**src/rtl/tri_wire_rx.sv**
```systemverilog
module tri_wire_rx #(
  parameter int SR_W        = 16,
  parameter int INIT_PULSES = 10,
  parameter int GATE_BIT    = 8,
  parameter int PWR_BIT     = 4
) (
  input  logic            clk,
  input  logic            rst_n,
  input  logic            bus_clk,
  input  logic            bus_data,
  input  logic            bus_en,
  input  logic            ref_tap,
  input  logic            div_tap,
  input  logic            lock_tap,
  output logic [SR_W-2:0] freq_word,
  output logic [SR_W-2:0] ctrl_word,
  output logic            word_a_stb,
  output logic            word_b_stb,
  output logic            rx_primed,
  output logic            rx_ready,
  output logic            rx_awake,
  output logic            test_out
);

  localparam int PAY_W  = SR_W - 1;
  localparam int CNT_W  = $clog2(SR_W + 2);
  localparam int IDLE_W = $clog2(INIT_PULSES + 1);
  localparam logic [CNT_W-1:0]  CNT_FULL  = CNT_W'(SR_W);
  localparam logic [CNT_W-1:0]  CNT_SAT   = CNT_W'(SR_W + 1);
  localparam logic [IDLE_W-1:0] IDLE_LAST = IDLE_W'(INIT_PULSES - 1);
  localparam logic [IDLE_W-1:0] IDLE_SAT  = IDLE_W'(INIT_PULSES);

  logic              bclk_q, ben_q;
  logic [SR_W-1:0]   sr;
  logic [CNT_W-1:0]  bit_cnt;
  logic [IDLE_W-1:0] idle_cnt;
  logic [PAY_W-1:0]  ctrl_next;

  logic clk_rise, shift_en, idle_tick, en_rise, en_fall, frame_ok, a_take, b_take, save_after;

  assign clk_rise  = bus_clk & ~bclk_q;
  assign shift_en  = clk_rise & bus_en;
  assign idle_tick = clk_rise & ~bus_en;
  assign en_rise   = bus_en & ~ben_q;
  assign en_fall   = ben_q & ~bus_en;
  assign frame_ok  = en_fall && (bit_cnt == CNT_FULL);
  assign b_take    = frame_ok & sr[SR_W-1];
  assign a_take    = frame_ok & ~sr[SR_W-1] & rx_ready;

  always_comb begin
    ctrl_next = sr[PAY_W-1:0];
    if (!ctrl_next[GATE_BIT]) ctrl_next[GATE_BIT-1:0] = '0;
  end

  assign save_after = b_take ? ctrl_next[PWR_BIT] : ctrl_word[PWR_BIT];

  always_ff @(posedge clk or negedge rst_n) begin
    if (!rst_n) begin
      bclk_q <= 1'b0;
      ben_q  <= 1'b0;
    end else begin
      bclk_q <= bus_clk;
      ben_q  <= bus_en;
    end
  end

  always_ff @(posedge clk or negedge rst_n) begin
    if (!rst_n) begin
      sr      <= '0;
      bit_cnt <= '0;
    end else if (en_rise) begin
      bit_cnt <= '0;
    end else if (shift_en) begin
      sr <= {sr[SR_W-2:0], bus_data};
      if (bit_cnt != CNT_SAT) bit_cnt <= bit_cnt + 1'b1;
    end
  end

  always_ff @(posedge clk or negedge rst_n) begin
    if (!rst_n) begin
      idle_cnt  <= '0;
      rx_primed <= 1'b0;
    end else begin
      if (en_rise) idle_cnt <= '0;
      else if (idle_tick && idle_cnt != IDLE_SAT) idle_cnt <= idle_cnt + 1'b1;
      if (b_take || (idle_tick && idle_cnt == IDLE_LAST)) rx_primed <= 1'b1;
    end
  end

  always_ff @(posedge clk or negedge rst_n) begin
    if (!rst_n) begin
      freq_word  <= '0;
      ctrl_word  <= '0;
      word_a_stb <= 1'b0;
      word_b_stb <= 1'b0;
      rx_ready   <= 1'b0;
      rx_awake   <= 1'b1;
    end else begin
      word_a_stb <= a_take;
      word_b_stb <= b_take;
      if (a_take) freq_word <= sr[PAY_W-1:0];
      if (b_take) begin
        ctrl_word <= ctrl_next;
        rx_ready  <= 1'b1;
      end
      if (en_rise) rx_awake <= 1'b1;
      else if (en_fall && save_after) rx_awake <= 1'b0;
    end
  end

  always_comb begin
    case (ctrl_word[3:0])
      4'b0000: test_out = 1'b1;
      4'b0100: test_out = ref_tap;
      4'b0001: test_out = div_tap;
      4'b0101: test_out = lock_tap;
      default: test_out = 1'b0;
    endcase
  end

  AST_STB_EXCL: assert property (@(posedge clk) disable iff (!rst_n)
    !(word_a_stb && word_b_stb));
  AST_FREQ_HOLD: assert property (@(posedge clk) disable iff (!rst_n)
    !word_a_stb |-> $stable(freq_word));
  AST_CTRL_GATE: assert property (@(posedge clk) disable iff (!rst_n)
    !ctrl_word[GATE_BIT] |-> (ctrl_word[GATE_BIT-1:0] == '0));
  AST_A_NEEDS_READY: assert property (@(posedge clk) disable iff (!rst_n)
    word_a_stb |-> rx_ready);
  AST_READY_STICKY: assert property (@(posedge clk) disable iff (!rst_n)
    rx_ready |=> rx_ready);
  AST_B_SETS_READY: assert property (@(posedge clk) disable iff (!rst_n)
    word_b_stb |-> (rx_ready && rx_primed));
  AST_WAKE_ON_EN: assert property (@(posedge clk) disable iff (!rst_n)
    $rose(bus_en) |=> rx_awake);

endmodule

```
**config.mk**
```make
export PLATFORM = sky130hd
export DESIGN_NAME = tri_wire_rx
export DESIGN_NICKNAME = d
export VERILOG_FILES = /design/src/rtl/tri_wire_rx.sv
export SDC_FILE = /design/constraint.sdc
export NUM_CORES = 1
export LEC_CHECK = 0
export BUFFER_PORTS_ARGS = -buffer_cell sky130_fd_sc_hd__buf_2
export CAP_MARGIN = 10
export CORE_MARGIN = 2
export CORE_UTILIZATION = 60
export CTS_CLUSTER_DIAMETER = 200
export DETAILED_ROUTE_END_ITERATION = 16
export PLACE_DENSITY = 0.93
export SYNTH_ARGS = -nofsm -noshare
export SYNTH_HDL_FRONTEND = slang
export SYNTH_SLANG_ARGS = --single-unit
```
**constraint.sdc**
```tcl
create_clock -name clk -period 3.4 [get_ports clk]
set_input_delay 0.34 -clock clk [delete_from_list [all_inputs] [get_ports clk]]
set_output_delay 0.34 -clock clk [all_outputs]
set_load 0.02 [all_outputs]
```
==> summary.md <==
| Metric | Value |
|---|---|
| Status | completed |
| Synth Instances | 193 |
| Sw Ratio | 0.229 |
| Sequential power share | 0.536 |
| CP Class | reg -> reg |
| Total Power | 1.50 mW |
| Clock power share | 0.410 |
| Die area | 5010 um2 |
| Avg Inst Size Synth | 13.9 um2 |
| Register area share after synthesis | 0.581 |
| Top-Level Pins | 44 |
| ANT nets after route | 0 |
| Share of layout cells above drive strength 1 | 0.419 |
| Synthesized area | 2670 um2 |
| Yosys warnings | 0 |
| Die width | 70.8 um |
| Cell family with the largest share of critical-path delay | simple AND/OR/NAND/NOR gates |
| Nets@finish | 256 |
| Max-slew violations | 0 |
| Aggregate global routing overflow | 0 |
| Area Growth Syn to Fin | 16.2% |
| Port bufs | 43 |
| DR pass1 iterations | 4 |
| Placer's final routability congestion estimate | 0.823 |
| Final non-filler cell total | 298 |
| Net Sw Power | 0.345 mW |
| Max Cap Violations | 0 |
| Fmax | 0.440 GHz |
| Placed Cells | 283 |
| Worst path bufs/invs | 1 |
| Clock sink count | 62 |
| # diodes | 0 |
| Final setup viols | 0 |
| Global-route wire length before repair | 8030 um |
| Via-per-instance ratio | 5.56 |
| Leakage | 1.67 nW |
| Hold Buf Count CTS | 0 |
| Primary FF master, synth | dfrtp_1 |
| Post-synth net total | 207 |
| Post-synth EDFFs | 0 |
| Starting Density | 0.618 |
| Int Pwr | 1.16 mW |
| Largest net degree at the start of global routing | 43 |
| Max VDD drop | 296 uV |
| Logic pwr share | 0.054 |
| FP Rows | 24 |
| CP cell instances | inv_1 > ha_1 > nor2b_1 > and3_1 > mux2_2 |
| Max Buffers Root-to-Sink | 2 |
| Initial antenna violation count | 0 |
| PostCTS Resize Cnt | 0 |
| Top cell type by total area after synthesis | dfrtp_1 |
| Synthesized flop and latch total | 62 |
| Vias in the first global route | 1670 |
| Cell variety after synth | 38 |
| Type of the worst min-delay path | in -> async |
| Beginning of the worst register-to-register path | bit_cnt[0]$_DFFE_PN0P_ |
| Number of fill cells | 304 |
| H-Tree Depth | 3 |
| Synth top area share | 0.571 |
| Vias | 1658 |
| CP endpoint kind | flop |
| Setup TNS Final | 0 ps |
| Reg clk slew, reported paths | 70 ps |
| Worst Max-Slew Pin Slew | 948 ps |
| CTS Buf Count | 9 |
| Wire length per cell | 15.7 um |
| Iteration-0 DRC Markers | 66 |
| Total wire length | 4690 um |
| Slew HR | 0.368 |
| Endpoints failing hold | 0 |
| Final Cycle Share | 0.669 |
| Setup crit start kind | flop |
| HPWL Detailed | 3260 um |
| Worst EP required | 3620 ps |
| Clock latency on the worst-skew pair | 340 ps |
| Root buf cell | clkbuf_8 |
| Synth top area cells | dfrtp_1 (57%), mux2_2 (12%), mux2_4 (5.1%), mux2i_1 (4.9%), ha_1 (2.8%) |
| RSZ-0062 raised after global routing | false |
| Pwr/cell area | 484 nW/um2 |
| Residual DRC | 0 |
| Core footprint | 4320 um2 |
| CP max stage delay | 830 ps |
| Postcts setup bufs | 0 |
| CP Max Fanout | 19 |
| Die Y | 70.8 um |
| Post-layout min period | 2270 ps |
| Beginning of the critical path | bit_cnt[0]$_DFFE_PN0P_ |
| CTS tree | yes |
| Total global routing track utilization | 0.213 |
| WP data arrival | 2490 ps |
| Clock Skew | 10.9 ps |
| Critical Path Slowest Stage Cell | and3_1 |
| Async S/R FF share, synth | 1.00 |
## cell usage in the layout (no fill, tap or decap), types with 2 or more instances in the layout
master	instances
or2b_1	2
nand4b_1	2
nand2_1	15
inv_1	13
dfrtp_1	61
clkbuf_8	10
or3_1	5
buf_2	43
mux2_4	9
mux2i_1	13
ha_1	6
mux2_2	29
clkinv_2	2
a21oi_1	5
o21ai_0	5
## through the flow
step | worst slack, ps | util | hold WS [ps] | instance area (um2)
2_1_floorplan | 1310 | - | 44.4 | 2670
3_3_place_gp | 1210 | 0.675 | 465 | 2920
3_5_place_dp | 1100 | 0.675 | 458 | 2920
4_1_cts | 1090 | 0.718 | 136 | 3110
5_1_grt | 967 | 0.718 | 167 | 3110
6_report | 1130 | 0.718 | 120 | 3110
## routing by layer
layer / share of wire / track usage
met5: 0 / 0
met4: 0.026 / 0.107
met3: 0.047 / 0.0570
met2: 0.50 / 0.329
met1: 0.43 / 0.281
## logic make-up (layout without fill, tap and decap cells)
logic type | count (synthesis) | in the layout | share of synthesized area
compound gates | 16 | 16 | 0.0374
fa+ha+maj | 6 | 6 | 0.0281
buf+inv | 19 | 72 | 0.0346
flops | 62 | 62 | 0.581
mux | 51 | 51 | 0.221
simple gates | 39 | 39 | 0.0978
## cells in the mapped netlist, types with 2 or more instances
master and count:
a21oi_1 5, buf_2 2, buf_6 2, dfrtp_1 61
ha_1 6, inv_1 13, mux2_2 29, mux2_4 9
mux2i_1 13, nand2_1 15, nand4b_1 2, o21ai_0 5
or2b_1 2, or3_1 5
## sequential cells by signal, indices dropped and copies added (netlist names)
name        cells
sr             16
ctrl_word      15
freq_word      15
bit_cnt         5
idle_cnt        4
bclk_q          1
ben_q           1
rx_awake        1
rx_primed       1
rx_ready        1
word_a_stb      1
word_b_stb      1
## worst paths after layout
path,to,slack [ps],depth (start not counted)
max in group asynchronous,rx_awake$_DFFE_PN1P_,2420,2
worst max register to register,ctrl_word[8]$_DFFE_PN0P_,1130,5
worst min register to register,rx_primed$_DFFE_PN0P_,490,1
worst max-delay path,ctrl_word[8]$_DFFE_PN0P_,1130,5
worst min-delay path,word_a_stb$_DFF_PN0_,120,1
min in group clk,bclk_q$_DFF_PN0_,180,1
## worst register-to-register path, delay by kind of cell (launching register included)
kind / cells / cell delay, ps
and+or+nand+nor: 2 / 1070
muxes: 1 / 430
buffers and inverters: 1 / 90
DFF: 1 / 430
adders and majority gates: 1 / 150
## power groups by stage
stage | Combinational, mW | Sequential, mW | Clock [mW]
after floorplan | 0.0504 | 0.808 | 0
after global placement | 0.0764 | 0.816 | 0
after detailed placement | 0.0821 | 0.819 | 0
after CTS | 0.0835 | 0.807 | 0.629
after global routing | 0.0920 | 0.813 | 0.665
final | 0.0808 | 0.807 | 0.616
## final cells by class
type                       instances  area, um2  share of cell area
multi-input combinational        112       1030               0.331
tap                               52       65.1              0.0209
clock inverter                     4       47.5              0.0153
sequential                        62       1550               0.500
clock buffer                      11        141              0.0455
timing repair buffer              44        223              0.0717
inverter                          13       48.8              0.0157
Note: power is estimated with default switching activity, not from simulation.
